File: src/rtl/dtmr_pkg.sv
package dtmr_pkg;

  // Register slot inside one timer's six-word group.
  typedef enum logic [2:0] {
    RG_COUNT  = 3'd0,
    RG_LOAD   = 3'd1,
    RG_BGLOAD = 3'd2,
    RG_CTRL   = 3'd3,
    RG_RAW    = 3'd4,
    RG_MASKED = 3'd5
  } reg_sel_e;

  localparam int REGS_PER_TMR = 6;
  localparam int CTRL_W       = 3;

  // Packed so that bit 0 is the enable, bit 1 one-shot, bit 2 interrupt enable.
  typedef struct packed {
    logic irq_en;
    logic one_shot;
    logic run_en;
  } tmr_ctrl_t;

endpackage

File: src/rtl/dtmr_channel.sv
module dtmr_channel
  import dtmr_pkg::*;
#(
  parameter int CNT_W = 32
) (
  input  logic             clk,
  input  logic             rst_n,
  input  logic             wr_hit,
  input  reg_sel_e         wr_sel,
  input  logic [CNT_W-1:0] wr_data,
  output logic [CNT_W-1:0] cnt_o,
  output logic [CNT_W-1:0] load_o,
  output logic [CNT_W-1:0] bg_o,
  output tmr_ctrl_t        ctrl_o,
  output logic             raw_o,
  output logic             irq_o
);

  logic [CNT_W-1:0] cnt_q, cnt_d;
  logic [CNT_W-1:0] load_q, load_d;
  logic [CNT_W-1:0] bg_q, bg_d;
  tmr_ctrl_t        ctrl_q, ctrl_d;
  logic             raw_q, raw_d;
  logic             run_q, run_d;
  logic             expire;
  logic             clr;
  logic             upd;

  // Next-state: counting first, then register writes override the count.
  always_comb begin
    cnt_d  = cnt_q;
    load_d = load_q;
    bg_d   = bg_q;
    ctrl_d = ctrl_q;
    run_d  = run_q;
    clr    = 1'b0;
    expire = run_q && (cnt_q == '0);

    if (run_q) begin
      if (expire) begin
        if (ctrl_q.one_shot) run_d = 1'b0;
        else                 cnt_d = load_q;
      end else begin
        cnt_d = cnt_q - CNT_W'(1);
      end
    end

    if (wr_hit) begin
      case (wr_sel)
        RG_LOAD: begin
          load_d = wr_data;
          if (ctrl_q.run_en) begin
            cnt_d = wr_data;
            run_d = 1'b1;
          end
        end
        RG_BGLOAD: begin
          bg_d   = wr_data;
          load_d = wr_data;
        end
        RG_CTRL: begin
          ctrl_d = tmr_ctrl_t'(wr_data[CTRL_W-1:0]);
          if (wr_data[0]) begin
            cnt_d = load_q;
            run_d = 1'b1;
          end else begin
            run_d = 1'b0;
          end
        end
        RG_RAW:  clr = wr_data[0];
        default: ;
      endcase
    end

    // An expiry on the clearing edge keeps the flag set.
    raw_d = (raw_q & ~clr) | expire;
  end

  // Registers only move on a write to this timer or while it runs.
  assign upd = wr_hit | run_q;

  always_ff @(posedge clk or negedge rst_n) begin
    if (!rst_n) begin
      cnt_q  <= '0;
      load_q <= '0;
      bg_q   <= '0;
      ctrl_q <= '0;
      raw_q  <= 1'b0;
      run_q  <= 1'b0;
    end else if (upd) begin
      cnt_q  <= cnt_d;
      load_q <= load_d;
      bg_q   <= bg_d;
      ctrl_q <= ctrl_d;
      raw_q  <= raw_d;
      run_q  <= run_d;
    end
  end

  assign cnt_o  = cnt_q;
  assign load_o = load_q;
  assign bg_o   = bg_q;
  assign ctrl_o = ctrl_q;
  assign raw_o  = raw_q;
  assign irq_o  = raw_q & ctrl_q.irq_en;

endmodule

File: src/rtl/dtmr_rdmux.sv
module dtmr_rdmux
  import dtmr_pkg::*;
#(
  parameter int N_TMR    = 2,
  parameter int CNT_W    = 32,
  parameter int DATA_W   = 32,
  parameter int ADDR_W   = 5,
  parameter int MODE_IDX = 21
) (
  input  logic                          rd,
  input  logic [ADDR_W-1:0]             addr,
  input  logic [N_TMR-1:0][CNT_W-1:0]   cnt_v,
  input  logic [N_TMR-1:0][CNT_W-1:0]   load_v,
  input  logic [N_TMR-1:0][CNT_W-1:0]   bg_v,
  input  logic [N_TMR-1:0][CTRL_W-1:0]  ctrl_v,
  input  logic [N_TMR-1:0]              raw_v,
  input  logic [N_TMR-1:0]              mis_v,
  input  logic                          mode,
  output logic [DATA_W-1:0]             rdata
);

  always_comb begin
    rdata = '0;
    if (rd) begin
      if (int'(addr) == MODE_IDX) rdata = DATA_W'(mode);
      for (int k = 0; k < N_TMR; k++) begin
        if (int'(addr) >= k * REGS_PER_TMR && int'(addr) < (k + 1) * REGS_PER_TMR) begin
          case (reg_sel_e'(3'(int'(addr) - k * REGS_PER_TMR)))
            RG_COUNT:  rdata = DATA_W'(cnt_v[k]);
            RG_LOAD:   rdata = DATA_W'(load_v[k]);
            RG_BGLOAD: rdata = DATA_W'(bg_v[k]);
            RG_CTRL:   rdata = DATA_W'(ctrl_v[k]);
            RG_RAW:    rdata = DATA_W'(raw_v[k]);
            RG_MASKED: rdata = DATA_W'(mis_v[k]);
            default:   rdata = '0;
          endcase
        end
      end
    end
  end

endmodule

File: src/rtl/dual_dcount_timer.sv
module dual_dcount_timer
  import dtmr_pkg::*;
#(
  parameter  int N_TMR    = 2,
  parameter  int CNT_W    = 32,
  parameter  int DATA_W   = 32,
  parameter  int MODE_IDX = 21,
  localparam int ADDR_W   = $clog2(MODE_IDX + 1)
) (
  input  logic              clk,
  input  logic              rst_n,
  input  logic              bus_rd,
  input  logic              bus_wr,
  input  logic [ADDR_W-1:0] bus_addr,
  input  logic [DATA_W-1:0] bus_wdata,
  output logic [DATA_W-1:0] bus_rdata,
  output logic [N_TMR-1:0]  irq
);

  logic [N_TMR-1:0][CNT_W-1:0]  cnt_v, load_v, bg_v;
  logic [N_TMR-1:0][CTRL_W-1:0] ctrl_v;
  logic [N_TMR-1:0]             raw_v;
  logic                         mode_q, mode_d, mode_we;

  for (genvar k = 0; k < N_TMR; k++) begin : g_tmr
    localparam int BASE = k * REGS_PER_TMR;
    logic      hit;
    reg_sel_e  sel;
    tmr_ctrl_t ctrl;

    assign hit = bus_wr && (int'(bus_addr) >= BASE) && (int'(bus_addr) < BASE + REGS_PER_TMR);
    assign sel = reg_sel_e'(3'(int'(bus_addr) - BASE));

    dtmr_channel #(.CNT_W(CNT_W)) u_ch (
      .clk    (clk),
      .rst_n  (rst_n),
      .wr_hit (hit),
      .wr_sel (sel),
      .wr_data(bus_wdata[CNT_W-1:0]),
      .cnt_o  (cnt_v[k]),
      .load_o (load_v[k]),
      .bg_o   (bg_v[k]),
      .ctrl_o (ctrl),
      .raw_o  (raw_v[k]),
      .irq_o  (irq[k])
    );

    assign ctrl_v[k] = ctrl;
  end

  // Wide-mode request word: stored only.
  assign mode_we = bus_wr && (int'(bus_addr) == MODE_IDX);
  assign mode_d  = bus_wdata[0];

  always_ff @(posedge clk or negedge rst_n) begin
    if (!rst_n)       mode_q <= 1'b0;
    else if (mode_we) mode_q <= mode_d;
  end

  dtmr_rdmux #(
    .N_TMR(N_TMR), .CNT_W(CNT_W), .DATA_W(DATA_W),
    .ADDR_W(ADDR_W), .MODE_IDX(MODE_IDX)
  ) u_rd (
    .rd    (bus_rd),
    .addr  (bus_addr),
    .cnt_v (cnt_v),
    .load_v(load_v),
    .bg_v  (bg_v),
    .ctrl_v(ctrl_v),
    .raw_v (raw_v),
    .mis_v (irq),
    .mode  (mode_q),
    .rdata (bus_rdata)
  );

endmodule

File: config.mk
export PLATFORM = sky130hd
export DESIGN_NAME = dual_dcount_timer
export DESIGN_NICKNAME = d
export VERILOG_FILES = /design/src/rtl/dtmr_pkg.sv /design/src/rtl/dtmr_channel.sv /design/src/rtl/dtmr_rdmux.sv /design/src/rtl/dual_dcount_timer.sv
export SDC_FILE = /design/constraint.sdc
export NUM_CORES = 1
export LEC_CHECK = 0
export ABC_AREA = 1
export ABC_CLOCK_PERIOD_IN_PS = 3440
export BUFFER_PORTS_ARGS = -buffer_cell sky130_fd_sc_hd__buf_2
export CAP_MARGIN = 10
export CORE_MARGIN = 1.5
export CORE_UTILIZATION = 45
export CTS_BUF_LIST = sky130_fd_sc_hd__clkbuf_4 sky130_fd_sc_hd__clkbuf_8
export DETAILED_ROUTE_END_ITERATION = 16
export PLACE_DENSITY = 0.64
export SLEW_MARGIN = 5
export SYNTH_ARGS = -nofsm -noshare
export SYNTH_HDL_FRONTEND = slang
export SYNTH_HIERARCHICAL = 1
export SYNTH_SLANG_ARGS = --single-unit
File: constraint.sdc
create_clock -name clk -period 3.44 [get_ports clk]
set_input_delay 0.688 -clock clk [delete_from_list [all_inputs] [get_ports clk]]
set_output_delay 0.688 -clock clk [all_outputs]
set_load 0.1 [all_outputs]
==> impl_results.md, run 1 <==
- Fraction of layout cells with a size suffix above 1: 14.29%
- Met1 Use GR: 41.18%
- Total Die Area: 0.03390 mm^2
- Highest fanout seen on the critical path: 35
- Maximum number of pins on one net before global-route repair: 65
- Cell Rows: 66
- Vias: 15,350
- Synthesized netlist net count: 2,326
- Placer's final routability congestion estimate: 0.9838
- Post-detailed-route via-to-cell ratio: 5.479
- Number of fillers in the final layout: 3,252
- Setup slack of the worst register-to-register path: 0.72 ns
- Area growth from synthesis to layout: 16.11%
- DPL Wire Length: 38.13 mm
- Clk network pwr share: 24.3%
- Summed negative setup slack over all endpoints: 0 ns
- Number of instances in the synthesized netlist: 2,279
- Clock-pin slew reported for the worst setup and hold paths after clock tree synthesis: 0.06 ns
- Category of the worst setup path launch point: primary input
- Sum of overflow across all layers after global routing: 0
- Number of global-route vias before repair: 14,590
- Highest-utilization routing layer at the global route stage: met2
- Insertion delay to the later sink of the worst-skew pair: 0.56 ns
- Asr flop ratio synth: 100.0%
- Number of max-slew violations in the final report: 0
- Filler-free cell count of the finished design: 2,802
- Quantity of hold-fixing buffers added after cts: 0
- Starting density of the core: 45.60%
- Post-cts resize count: 0
- Number of setup buffers added after CTS: 0
- Measured slew at the worst slew-check pin: 0.8335 ns
- Most used flip-flop cell after synthesis: dfrtp_1
- Net load switching power: 0.005122 W
- Count of distinct cell types in the synthesized netlist: 44
- Detailed Routing Iterations Pass 1: 6
- Nets: 2,377
- Global-route total usage across every layer: 31.39%
- Sw frac: 44.72%
- Type of element capturing the critical path: output port
- Ratio of total power to cell area: 668.3 mW/mm^2
- CP Data Arrival Time: 2.48 ns
- Leak: 8.475 nW
- Number of enable flip-flop cells after synthesis: 0
- Maximum level of the CTS H-tree: 2
- Internal cell power: 0.006332 W
- CTS tree: yes
- RSZ-0062 raised after global routing: false
- Data required, critical path: 2.75 ns
- Highest clock frequency the design can meet: 0.3153 GHz
- Deepest clock path buffer count: 3
- Worst min path class: in -> async
- Placed cell count: 2,728
- Detail-routed net length per standard cell: 18.66 um
- Area of the placeable core: 0.03237 mm^2
- Final Hold Vio Count: 0
- Synthesized flop and latch total: 203
- Root buf cell: clkbuf_8
- Number of warnings issued by yosys: 6
- Longest individual stage delay on the worst path: 0.23 ns
- Met2 GRT Util: 50.89%
- Antenna violations before repair: 0
- IO Port Bufs: 74
- Number of remaining DRC errors: 0
- Die Wd: 184.1 um
- Combined area of the multi-input logic cells: 0.008411 mm^2
- Global-route wire length before repair: 82.37 mm
- # setup viols final: 0
- Worst-case headroom to the max-slew limit: 44.37%
- Critical path's slowest cell: nand2_2
- Met3 global-route usage: 7.666%
- Overall routed net length: 52.29 mm
- Total chip power: 0.01145 W
- Worst Clk Skew: 0.01696 ns
- Clock sink total: 203
- Critical path's most frequent cell: buf_12
- Syn Std Cell Area: 0.01476 mm^2
- Die span in y: 184.1 um
- Seq/Total Area, Yosys: 34.41%
- DR iter-0 viols: 1,394
- Total CTS buffers: 42
- IO Count: 75
- Combinational power share: 38.3%
- Post-Synthesis Mean Instance Area: 6.477 um^2
- Share of power burned in registers: 37.4%
- Final period util: 92.19%
- Shortest clock period the worst path allows after layout: 3.171 ns
- Max-cap violations: 0
- Status: complete, no violations
- Worst VDD drop: 0.4472 mV
- Antenna-violating nets left: 0
- Register area: 0.005082 mm^2
- Path type of the worst setup path: in -> out
- Critical path cell sequence: buf_2, buf_4, ha_1, nor2_1, o21ai_2, nand2_2, buf_12, a21oi_1, nor2_2, buf_12
metal layers:
layer / wire [um] / part of all wire, % / vias to the layer above
met5: 0 / 0 / -
met4: 1464 / 2.8 / 0
met3: 4213 / 8.1 / 108
met2: 24200 / 46 / 515
met1: 22420 / 43 / 7281
li1: - / - / 7447
Yosys cell counts, types with 2 or more instances:
cell | number | share of area (%)
a21oi_1 | 124 | 4.2
a221oi_1 | 39 | 2.3
buf_1 | 5 | 0.13
buf_2 | 54 | 1.8
buf_4 | 7 | 0.36
buf_6 | 5 | 0.38
clkbuf_1 | 45 | 1.1
dfrtp_1 | 203 | 34
ha_1 | 6 | 0.51
inv_1 | 198 | 5.0
inv_2 | 10 | 0.25
mux2_2 | 20 | 1.5
nand2_1 | 805 | 20
nand2_2 | 18 | 0.76
nand2_4 | 7 | 0.53
nand3_1 | 170 | 5.8
nand4_1 | 26 | 1.1
nand4_2 | 2 | 0.17
nor2_1 | 244 | 6.2
nor2_2 | 21 | 0.89
nor2_4 | 16 | 1.2
nor2_8 | 3 | 0.41
nor3_1 | 4 | 0.14
o211ai_1 | 11 | 0.56
o211ai_2 | 3 | 0.25
o21ai_0 | 148 | 5.0
o21ai_1 | 14 | 0.47
o22ai_1 | 24 | 1.0
o31ai_4 | 2 | 0.29
o41ai_1 | 2 | 0.12
xor2_1 | 30 | 1.8
per-stage QoR:
stage / area, um^2 / utilization [%] / hold WS [ns] / setup WS (ns)
global route: 17140 / 52.93 / 0.09169 / 0.1506
detailed placement: 16210 / 50.09 / 0.4730 / 0.2616
finish: 17140 / 52.95 / 0.06517 / 0.2688
floorplan: 14840 / - / 0.3924 / -0.02129
CTS: 17140 / 52.93 / 0.06612 / 0.2565
global placement: 16210 / 50.09 / 0.4685 / 0.3013
layout by cell type, fill, tap and decap left out, types with 2 or more instances in the layout:
| cell | count |
|---|---|
| nand2_1 | 805 |
| nor2_1 | 210 |
| dfrtp_1 | 201 |
| inv_1 | 198 |
| nand3_1 | 170 |
| o21ai_0 | 148 |
| a21oi_1 | 124 |
| clkbuf_8 | 58 |
| nor2_2 | 55 |
| buf_12 | 44 |
| buf_2 | 41 |
| a221oi_1 | 39 |
| buf_4 | 37 |
| xor2_1 | 30 |
| nand4_1 | 26 |
| o22ai_1 | 24 |
| mux2_2 | 20 |
| nand2_2 | 18 |
| nor2_4 | 16 |
| o21ai_1 | 14 |
| clkbuf_4 | 11 |
| o211ai_1 | 11 |
| inv_2 | 10 |
| nand2_4 | 7 |
| ha_1 | 6 |
| nor3_1 | 4 |
| nor2_8 | 3 |
| o211ai_2 | 3 |
| diode_2 | 2 |
| clkinv_2 | 2 |
| nand4_2 | 2 |
| o31ai_4 | 2 |
| o41ai_1 | 2 |
| dfrtp_2 | 2 |
final cells by class:
| cell class | instances | area share (%) |
|---|---|---|
| diodes | 2 | 0.02920 |
| well taps | 442 | 3.227 |
| repair buffers | 123 | 8.044 |
| inverters | 209 | 4.606 |
| clock inverters | 3 | 0.2336 |
| flip-flops and latches | 203 | 29.65 |
| clock buffers | 69 | 5.139 |
| multi-input cells | 1751 | 49.07 |
worst max-delay path: cells and delay by family:
family          cells  cell delay, ns
simple gates        3            0.63
compound gates      2            0.18
fa+ha+maj           1            0.22
buf+inv             4            0.75
final timing paths:
path                                               startpoint                              endpoint  depth (start not counted)
max                                               bus_addr[1]                         bus_rdata[15]                         10
min                                                     rst_n  g_tmr[0].u_ch/load_o[10]$_DFFE_PN0P_                          1
max reg2reg                g_tmr[1].u_ch/cnt_o[0]$_DFFE_PN0N_       g_tmr[1].u_ch/run_q$_DFFE_PN0N_                          9
min reg2reg                g_tmr[0].u_ch/bg_o[15]$_DFFE_PN0P_    g_tmr[0].u_ch/bg_o[15]$_DFFE_PN0P_                          2
max in group asynchronous                               rst_n    g_tmr[0].u_ch/cnt_o[2]$_DFFE_PN0N_                          2
min in group clk                                 bus_wdata[9]   g_tmr[1].u_ch/load_o[9]$_DFFE_PN0P_                          3
cells by family after synthesis:
family                   share of synthesized area, %
XOR/XNOR                                        1.780
buffers and inverters                           9.188
AO/OA/AOI/OAI                                   14.46
flip-flops                                      34.41
adder cells (fa/ha/maj)                        0.5085
AND/OR/NAND/NOR                                 38.06
multiplexers                                    1.594
registers in the layout, indices dropped and copies added (netlist names):
name               count
g_tmr.u_ch/bg_o       64
g_tmr.u_ch/cnt_o      64
g_tmr.u_ch/load_o     64
g_tmr.u_ch/ctrl_o      6
g_tmr.u_ch/raw_o       2
g_tmr.u_ch/run_q       2
mode_q                 1
power groups by stage:
stage / clock network, W / registers [W] / logic, W
after global placement: 0 / 0.00428 / 0.00424
final: 0.00279 / 0.00429 / 0.00438
after detailed placement: 0 / 0.00428 / 0.00433
after CTS: 0.00283 / 0.00425 / 0.00435
after global routing: 0.00295 / 0.00438 / 0.00497
after floorplan: 0 / 0.00379 / 0.00332
No activity file was read; power rests on OpenSTA's default activity.
==> run 2: changes to the inputs <==
Settings changed: ABC_CLOCK_PERIOD_IN_PS 3440 to 3100, CORE_UTILIZATION 45 to 42, PLACE_DENSITY 0.64 to 0.6.
Clock period 3.44 ns to 3.1 ns, I/O delays scaled along.
==> impl_results.md, run 2 (same netlist as run 1, synthesis figures left out) <==
- DPL Wire Length: 38.15 mm
- Area of the placeable core: 0.03454 mm^2
- Antenna-violating nets left: 0
- RSZ-0062 raised after global routing: false
- Commonest cells after routing, fill and taps aside: nand2_1 (805), nor2_1 (210), dfrtp_1 (200), inv_1 (197), nand3_1 (170)
- Total CTS buffers: 41
- Cell Rows: 68
- Placer's final routability congestion estimate: 0.9534
- Deepest clock path buffer count: 3
- Commonest non-fill, non-tap cell in the layout: nand2_1
- IO Port Bufs: 74
- Fraction of layout cells with a size suffix above 1: 14.63%
- Measured slew at the worst slew-check pin: 0.8072 ns
- Antenna cells: 0
- Highest clock frequency the design can meet: 0.3376 GHz
- Number of fillers in the final layout: 3,497
- CTS tree: yes
- Maximum level of the CTS H-tree: 2
- Die span in y: 190.5 um
- Global-route total usage across every layer: 29.14%
- Worst setup slack after placement: 0.1393 ns
- Critical path's slowest cell: buf_4
- Overall routed net length: 52.38 mm
- Detailed Routing Iterations Pass 1: 8
- Number of max-slew violations in the final report: 0
- Final WS setup: 0.1382 ns
- Insertion delay to the later sink of the worst-skew pair: 0.59 ns
- Antenna violations before repair: 2
- Worst-case headroom to the max-slew limit: 46.13%
- DR iter-0 viols: 1,549
- Worst min path class: in -> async
- Summed negative setup slack over all endpoints: 0 ns
- Critical path's most frequent cell: nand2_1
- Root buf cell: clkbuf_8
- Number of global-route vias before repair: 14,580
- Data required, critical path: 2.48 ns
- # setup viols final: 0
- Clock-pin slew reported for the worst setup and hold paths after clock tree synthesis: 0.06 ns
- Final period util: 95.54%
- IO Count: 75
- Die Wd: 190.5 um
- Highest fanout seen on the critical path: 12
- Sum of overflow across all layers after global routing: 0
- Total Die Area: 0.03628 mm^2
- Critical path cell sequence: buf_2, buf_4, ha_1, nor2_1, inv_1, nor2_2, buf_4, nand2_1, nand2_1, nand2_1, nor2_4, buf_12
- Longest individual stage delay on the worst path: 0.21 ns
- Global-route wire length before repair: 82.61 mm
- Vias: 15,300
- Type of element capturing the critical path: output port
- Worst Clk Skew: 0.01522 ns
- Path type of the worst setup path: in -> out
- Shortest clock period the worst path allows after layout: 2.962 ns
- Number of remaining DRC errors: 0
- Category of the worst setup path launch point: primary input
- Detail-routed net length per standard cell: 18.57 um
- Status: complete, no violations
- Post-detailed-route via-to-cell ratio: 5.424
- Nets: 2,385
- Leak: 8.493 nW
- Maximum number of pins on one net before global-route repair: 71
- Area growth from synthesis to layout: 17.21%
- Max-cap violations: 0
- Ratio of total power to cell area: 725.2 mW/mm^2
- Clock sink total: 203
- Starting density of the core: 42.73%
- Quantity of hold-fixing buffers added after cts: 0
- CP Data Arrival Time: 2.34 ns
- Worst VDD drop: 0.3642 mV
- Final Hold Vio Count: 0
-- run 2: cell type report --
cell class                 count  area (um^2)  area share, %
clock buffer                  66        808.3          4.671
multi-input combinational   1751         8571          49.53
sequential                   203         5084          29.38
inverter                     209        789.5          4.563
clock inverter                 4        47.55         0.2748
timing repair buffer         132         1434          8.287
tap                          455        569.3          3.290
-- run 2: worst paths after layout --
kind / start / slack (ns) / end / cells after the start
max reg2reg: g_tmr[1].u_ch/cnt_o[0]$_DFFE_PN0N_ / 0.57 / g_tmr[1].u_ch/cnt_o[23]$_DFFE_PN0N_ / 12
min in group clk: bus_wdata[30] / 0.33 / g_tmr[0].u_ch/load_o[30]$_DFFE_PN0P_ / 3
max: bus_addr[1] / 0.14 / bus_rdata[5] / 12
max in group asynchronous: rst_n / 2.25 / g_tmr[1].u_ch/cnt_o[29]$_DFFE_PN0N_ / 2
min reg2reg: g_tmr[1].u_ch/bg_o[2]$_DFFE_PN0P_ / 0.48 / g_tmr[1].u_ch/bg_o[2]$_DFFE_PN0P_ / 2
min: rst_n / 0.008 / g_tmr[0].u_ch/load_o[10]$_DFFE_PN0P_ / 1
-- run 2: through the flow --
| step | utilization, % | area (um^2) | cells | power [W] | hold slack [ns] |
|---|---|---|---|---|---|
| after CTS | 50.09 | 17300 | 2820 | 0.01253 | 0.009001 |
| after global placement | 47.61 | 16450 | 2750 | 0.009448 | 0.4659 |
| final | 50.09 | 17300 | 2820 | 0.01255 | 0.008437 |
| after global routing | 50.09 | 17300 | 2820 | 0.01349 | 0.04402 |
| after floorplan | - | 15000 | 2279 | 0.007932 | 0.3244 |
| after detailed placement | 47.61 | 16450 | 2750 | 0.009520 | 0.4737 |
-- run 2: routing by layer --
metal  part of all wire, %  global-route usage, %  vias to the layer above
met5                     0                      0                        -
met4                   2.8                  9.873                        0
li1                      -                      -                     7483
met3                   6.5                  4.012                      112
met2                    46                  47.40                      540
met1                    44                  39.69                     7160
-- run 2: worst max-delay path, delay by kind of cell --
kind	cells	cell delay [ns]
adders and majority gates	1	0.20
buffers and inverters	5	0.78
and+or+nand+nor	6	0.74
-- run 2: timing repair --
action,in CTS,in global routing
setup buffers,0,0
gates resized for setup,0,1
endpoints found under the setup margin,0,1
-- run 2: power breakdown --
group / total, W / switching (W) / internal, W
Sequential: 0.00475 / 0.00126 / 0.00349
Combinational: 0.00485 / 0.00317 / 0.00168
Clock: 0.00294 / 0.00123 / 0.00172
